<file path="config.mk">
export PLATFORM = sky130hd
export DESIGN_NAME = gshare_predictor
export DESIGN_NICKNAME = d
export VERILOG_FILES = /design/src/rtl/gsh_pkg.sv /design/src/rtl/gsh_len_decode.sv /design/src/rtl/gsh_history.sv /design/src/rtl/gsh_index.sv /design/src/rtl/gsh_ctr_table.sv /design/src/rtl/gshare_predictor.sv
export SDC_FILE = /design/constraint.sdc
export NUM_CORES = 2
export LEC_CHECK = 0
export BUFFER_PORTS_ARGS = -buffer_cell sky130_fd_sc_hd__buf_2
export CAP_MARGIN = 5
export CORE_AREA = 2 2 305 307
export CTS_BUF_LIST = sky130_fd_sc_hd__clkbuf_4 sky130_fd_sc_hd__clkbuf_8
export DETAILED_ROUTE_END_ITERATION = 16
export DIE_AREA = 0 0 307 309
export MAX_ROUTING_LAYER = met4
export PLACE_DENSITY = 0.84
export REMOVE_ABC_BUFFERS = 1
export SYNTH_ARGS = -nofsm -noshare
export SYNTH_HDL_FRONTEND = slang
export SYNTH_HIERARCHICAL = 1
export SYNTH_SLANG_ARGS = --single-unit
</file>
<file path="constraint.sdc">
create_clock -name clk -period 5.6 [get_ports clk]
set_input_delay 0.56 -clock clk [delete_from_list [all_inputs] [get_ports clk]]
set_output_delay 0.56 -clock clk [all_outputs]
set_load 0.01 [all_outputs]
</file>
<file path="src/rtl/gsh_pkg.sv">
package gsh_pkg;

    localparam int CTR_W = 2;

    typedef enum logic [CTR_W-1:0] {
        CTR_STRONG_NT = 2'd0,
        CTR_WEAK_NT   = 2'd1,
        CTR_WEAK_T    = 2'd2,
        CTR_STRONG_T  = 2'd3
    } ctr_e;

    // Saturating step of one direction counter.
    function automatic ctr_e ctr_next(input ctr_e cur, input logic taken);
        ctr_e nxt;
        nxt = cur;
        if (taken) begin
            if (cur != CTR_STRONG_T) nxt = ctr_e'(cur + 2'd1);
        end else begin
            if (cur != CTR_STRONG_NT) nxt = ctr_e'(cur - 2'd1);
        end
        return nxt;
    endfunction

    function automatic logic ctr_says_taken(input ctr_e cur);
        return cur >= CTR_WEAK_T;
    endfunction

endpackage

</file>
<file path="src/rtl/gsh_len_decode.sv">
// Turns the length selector into a per-bit history mask.
module gsh_len_decode #(
    parameter int HIST_W = 8,
    parameter int SEL_W  = 4
) (
    input  logic [SEL_W-1:0]  hist_sel,
    output logic [HIST_W-1:0] hist_mask
);
    localparam int CNT_W = SEL_W - 1;

    logic             full_use;
    logic [CNT_W-1:0] use_cnt;

    assign full_use = hist_sel[SEL_W-1];
    assign use_cnt  = hist_sel[CNT_W-1:0];

    // Bit i is enabled when the whole register is selected or the count exceeds i.
    for (genvar i = 0; i < HIST_W; i++) begin : g_bit
        assign hist_mask[i] = full_use | (int'(use_cnt) > i);
    end
endmodule

</file>
<file path="src/rtl/gsh_history.sv">
// Outcome shift register: newest outcome at bit 0.
module gsh_history #(
    parameter int HIST_W = 8
) (
    input  logic              clk,
    input  logic              rst,
    input  logic              shift_en,
    input  logic              bit_in,
    output logic [HIST_W-1:0] hist_q
);
    typedef struct packed {
        logic [HIST_W-1:0] bits;
    } hist_state_t;

    hist_state_t st_d, st_q;

    always_comb begin
        st_d = st_q;
        if (rst) begin
            st_d.bits = '0;
        end else if (shift_en) begin
            st_d.bits = {st_q.bits[HIST_W-2:0], bit_in};
        end
    end

    always_ff @(posedge clk) begin
        st_q <= st_d;
    end

    assign hist_q = st_q.bits;
endmodule

</file>
<file path="src/rtl/gsh_index.sv">
// Hash of address field and masked history.
module gsh_index #(
    parameter int PC_W   = 32,
    parameter int IDX_W  = 9,
    parameter int HIST_W = 8,
    parameter int PC_LSB = 2
) (
    input  logic [PC_W-1:0]   pc,
    input  logic [HIST_W-1:0] hist,
    input  logic [HIST_W-1:0] mask,
    output logic [IDX_W-1:0]  idx
);
    logic [IDX_W-1:0]  pc_field;
    logic [IDX_W-1:0]  hist_field;
    logic [HIST_W-1:0] hist_used;

    assign pc_field   = pc[PC_LSB +: IDX_W];
    assign hist_used  = hist & mask;
    assign hist_field = IDX_W'(hist_used);
    assign idx        = pc_field ^ hist_field;
endmodule

</file>
<file path="src/rtl/gsh_ctr_table.sv">
// Table of saturating direction counters, one read port and one trained entry.
module gsh_ctr_table
    import gsh_pkg::*;
#(
    parameter int IDX_W = 9
) (
    input  logic             clk,
    input  logic             rst,
    input  logic [IDX_W-1:0] rd_idx,
    output ctr_e             rd_ctr,
    input  logic             wr_en,
    input  logic [IDX_W-1:0] wr_idx,
    input  logic             wr_taken
);
    localparam int ENTRIES = 1 << IDX_W;

    typedef struct packed {
        logic [ENTRIES-1:0][CTR_W-1:0] ctr;
    } tbl_state_t;

    tbl_state_t tbl_d, tbl_q;

    always_comb begin
        tbl_d = tbl_q;
        if (rst) begin
            for (int e = 0; e < ENTRIES; e++) begin
                tbl_d.ctr[e] = CTR_WEAK_NT;
            end
        end else if (wr_en) begin
            tbl_d.ctr[wr_idx] = ctr_next(ctr_e'(tbl_q.ctr[wr_idx]), wr_taken);
        end
    end

    always_ff @(posedge clk) begin
        tbl_q <= tbl_d;
    end

    assign rd_ctr = ctr_e'(tbl_q.ctr[rd_idx]);
endmodule

</file>
<file path="src/rtl/gshare_predictor.sv">
module gshare_predictor
    import gsh_pkg::*;
#(
    parameter int PC_W   = 32,
    parameter int HIST_W = 8,
    parameter int SEL_W  = 4,
    parameter int IDX_W  = 9,
    parameter int PC_LSB = 2
) (
    input  logic             clk,
    input  logic             rst,
    input  logic [SEL_W-1:0] hist_sel,
    input  logic [PC_W-1:0]  pred_pc,
    output logic             pred_taken,
    input  logic             upd_valid,
    input  logic [PC_W-1:0]  upd_pc,
    input  logic             upd_taken
);
    logic [HIST_W-1:0] hist_q;
    logic [HIST_W-1:0] hist_mask;
    logic [IDX_W-1:0]  pred_idx;
    logic [IDX_W-1:0]  upd_idx;
    ctr_e              pred_ctr;

    gsh_len_decode #(.HIST_W(HIST_W), .SEL_W(SEL_W)) i_len (
        .hist_sel  (hist_sel),
        .hist_mask (hist_mask)
    );

    gsh_history #(.HIST_W(HIST_W)) i_hist (
        .clk      (clk),
        .rst      (rst),
        .shift_en (upd_valid),
        .bit_in   (upd_taken),
        .hist_q   (hist_q)
    );

    gsh_index #(.PC_W(PC_W), .IDX_W(IDX_W), .HIST_W(HIST_W), .PC_LSB(PC_LSB)) i_pidx (
        .pc   (pred_pc),
        .hist (hist_q),
        .mask (hist_mask),
        .idx  (pred_idx)
    );

    // Trained entry uses the history before this update's shift.
    gsh_index #(.PC_W(PC_W), .IDX_W(IDX_W), .HIST_W(HIST_W), .PC_LSB(PC_LSB)) i_uidx (
        .pc   (upd_pc),
        .hist (hist_q),
        .mask (hist_mask),
        .idx  (upd_idx)
    );

    gsh_ctr_table #(.IDX_W(IDX_W)) i_tbl (
        .clk      (clk),
        .rst      (rst),
        .rd_idx   (pred_idx),
        .rd_ctr   (pred_ctr),
        .wr_en    (upd_valid),
        .wr_idx   (upd_idx),
        .wr_taken (upd_taken)
    );

    assign pred_taken = ctr_says_taken(pred_ctr);
endmodule

</file>
==> impl_results.md <==
* CTS H-Tree Depth at 4
* Crit path time final at 5.62 ns
* Core box area at 91400 um2
* I/O Buffers at 26
* Layout Nets at 5136
* Vias in the first global route at 44100
* Drt via density at 7.00
* ANT nets after route at 0
* Layout cell share with drive strength beyond 1 at 27.3%
* Worst Tran Pin Value at 1.34 ns
* Crit path DAT at 5.06 ns
* Worst-path fanout max at 9
* Pre-antenna DRT Iters at 10
* Req. time, crit path at 5.04 ns
* Setup-failing EPs final at 1
* Setup WS pre-CTS at -0.00285 ns
* Peak supply drop at 0.281 mV
* Clock Skew at 0.0451 ns
* Pwr/cell area at 277 nW/um2
* Failing checks: negative setup slack
* Syn Area/Cell at 10.7 um2
* DR iter-0 viols at 6514
* Clock slew at reported path FFs at 0.07 ns
* Layout area overhead at 8.76%
* Crit end category: output pin
* Die height at 309 um
* WHS at 0.0596 ns
* Synthesis Warnings at 6
* Largest net degree at the start of global routing at 240
* Rows at 111
* R2R depth at 14
* Residual DRC count at 0
* Post-DP HPWL at 105000 um
* Io pins at 73
* Slew margin rel. at 10.4%
* CTS tree: yes
* Starting Density at 60.3%
* Total gr overflow at 0
* Final WS setup at -0.0172 ns
* Max Cap Violations at 0
* Placed cell count at 6090
* Worst min-delay path category: input port to flop
* Via count at 44700
* Hold Fails Final Rpt at 0
* Clock Path Buffers at 3
* Routed len/inst at 26.4 um
* Horiz. Die Dim at 307 um
* Total track usage at 36.0%
* Final period utilization at 100%
* Leakage Power at 18.5 nW
* Final GP Congestion at 0.989
* Layout Cells excl Fill at 6381
* Initial antenna violation count at 11
* Cells after Synth at 5144
* Routed wire length at 169000 um
* Hold Path Stages at 3
* Die Area at 94900 um2
* Clock Sinks at 1032
* Cts bufs inserted at 158
* Status: complete, but fails checks
* Cell Area, Placed at 56400 um2
* Finished Cell Area at 59900 um2
* Hold-fix buffers, CTS at 0
* Clk_lat worst skew at 0.86 ns
* CTS Root Cell: clkbuf_8
* CP Launch Type: flop
* Final Max Slew Viols at 0
* Commonest non-fill, non-tap cell in the layout: nor2_1
* First-pass GRT wire length at 257000 um
* RSZ-0062 raised after global routing: no
* Filler cells at 6240
* Fmax at 178 MHz
* Netlist Area Pre-Place at 55100 um2
* Critical path class: flop to output pin
* Commonest cells after routing, fill and taps aside: 1053 x nor2_1, 1032 x dfxtp_1, 519 x nor3_1
## flip-flops by register name, summed over array words and instances (netlist names)
name           cells
i_hist/hist_q      8
i_tbl/tbl_q     1024
## layout make-up
type / count / area (um2) / area share, %
Multi-Input combinational cell: 3602 / 31100 / 52.0
Sequential cell: 1032 / 20700 / 34.5
Clock buffer: 253 / 3200 / 5.34
Timing Repair Buffer: 267 / 3110 / 5.20
Tap cell: 1186 / 1480 / 2.48
Clock inverter: 28 / 263 / 0.439
Antenna cell: 10 / 25.0 / 0.0418
Inverter: 3 / 11.3 / 0.0188
## final timing paths
check	end	slack, ns	start
setup / recovery	pred_taken	-0.02	i_hist/hist_q[0]$_SDFFE_PP0P_
hold / removal	i_hist/hist_q[0]$_SDFFE_PP0P_	0.06	upd_taken
setup reg to reg	i_tbl/tbl_q[347]$_SDFFE_PP0P_	0.27	i_hist/hist_q[5]$_SDFFE_PP0P_
hold reg to reg	i_tbl/tbl_q[56]$_SDFFE_PP1P_	0.51	i_tbl/tbl_q[56]$_SDFFE_PP1P_
## worst max-delay path, cell delays in order (launching register included)
cell	delay, ns
dfxtp_1	0.60
nand2_1	0.17
xnor2_2	0.31
buf_12	0.21
buf_4	0.25
mux4_2	0.57
mux4_2	0.54
mux4_2	0.56
mux2i_1	0.48
nand2_1	0.10
o21ai_0	0.10
a21oi_1	0.12
buf_2	0.17
## routing by layer
| metal | part of all wire, % | GRT usage (%) | up-vias |
|---|---|---|---|
| met5 | 0 | - | - |
| met4 | 7.5 | 24.5 | 0 |
| met3 | 13 | 9.91 | 918 |
| met2 | 44 | 53.3 | 3262 |
| met1 | 35 | 42.8 | 21500 |
| li1 | - | - | 19000 |
## where the power goes
group,internal (mW),leakage (nW),switching (mW)
Clock,3.76,1.83,3.07
Combinational,0.789,8.37,1.61
Sequential,7.35,8.33,0.00900
Total,11.9,18.5,4.69
## timing repair
item / 4_1_cts / 5_1_grt
gates resized for setup: 0 / 1
buffers inserted: 0 / 0
endpoints found under the setup margin: 0 / 1
## per-stage QoR
| step | power (mW) | setup TNS [ns] | utilization [%] |
|---|---|---|---|
| 5_1_grt | 16.9 | 0 | 65.5 |
| 4_1_cts | 16.5 | 0 | 65.5 |
| 6_report | 16.6 | -0.0172 | 65.5 |
| 3_5_place_dp | 9.84 | -0.00286 | 61.7 |
| 3_3_place_gp | 9.82 | 0 | 61.7 |
| 2_1_floorplan | 9.22 | - | - |
Power figures use the tool's default switching activity.
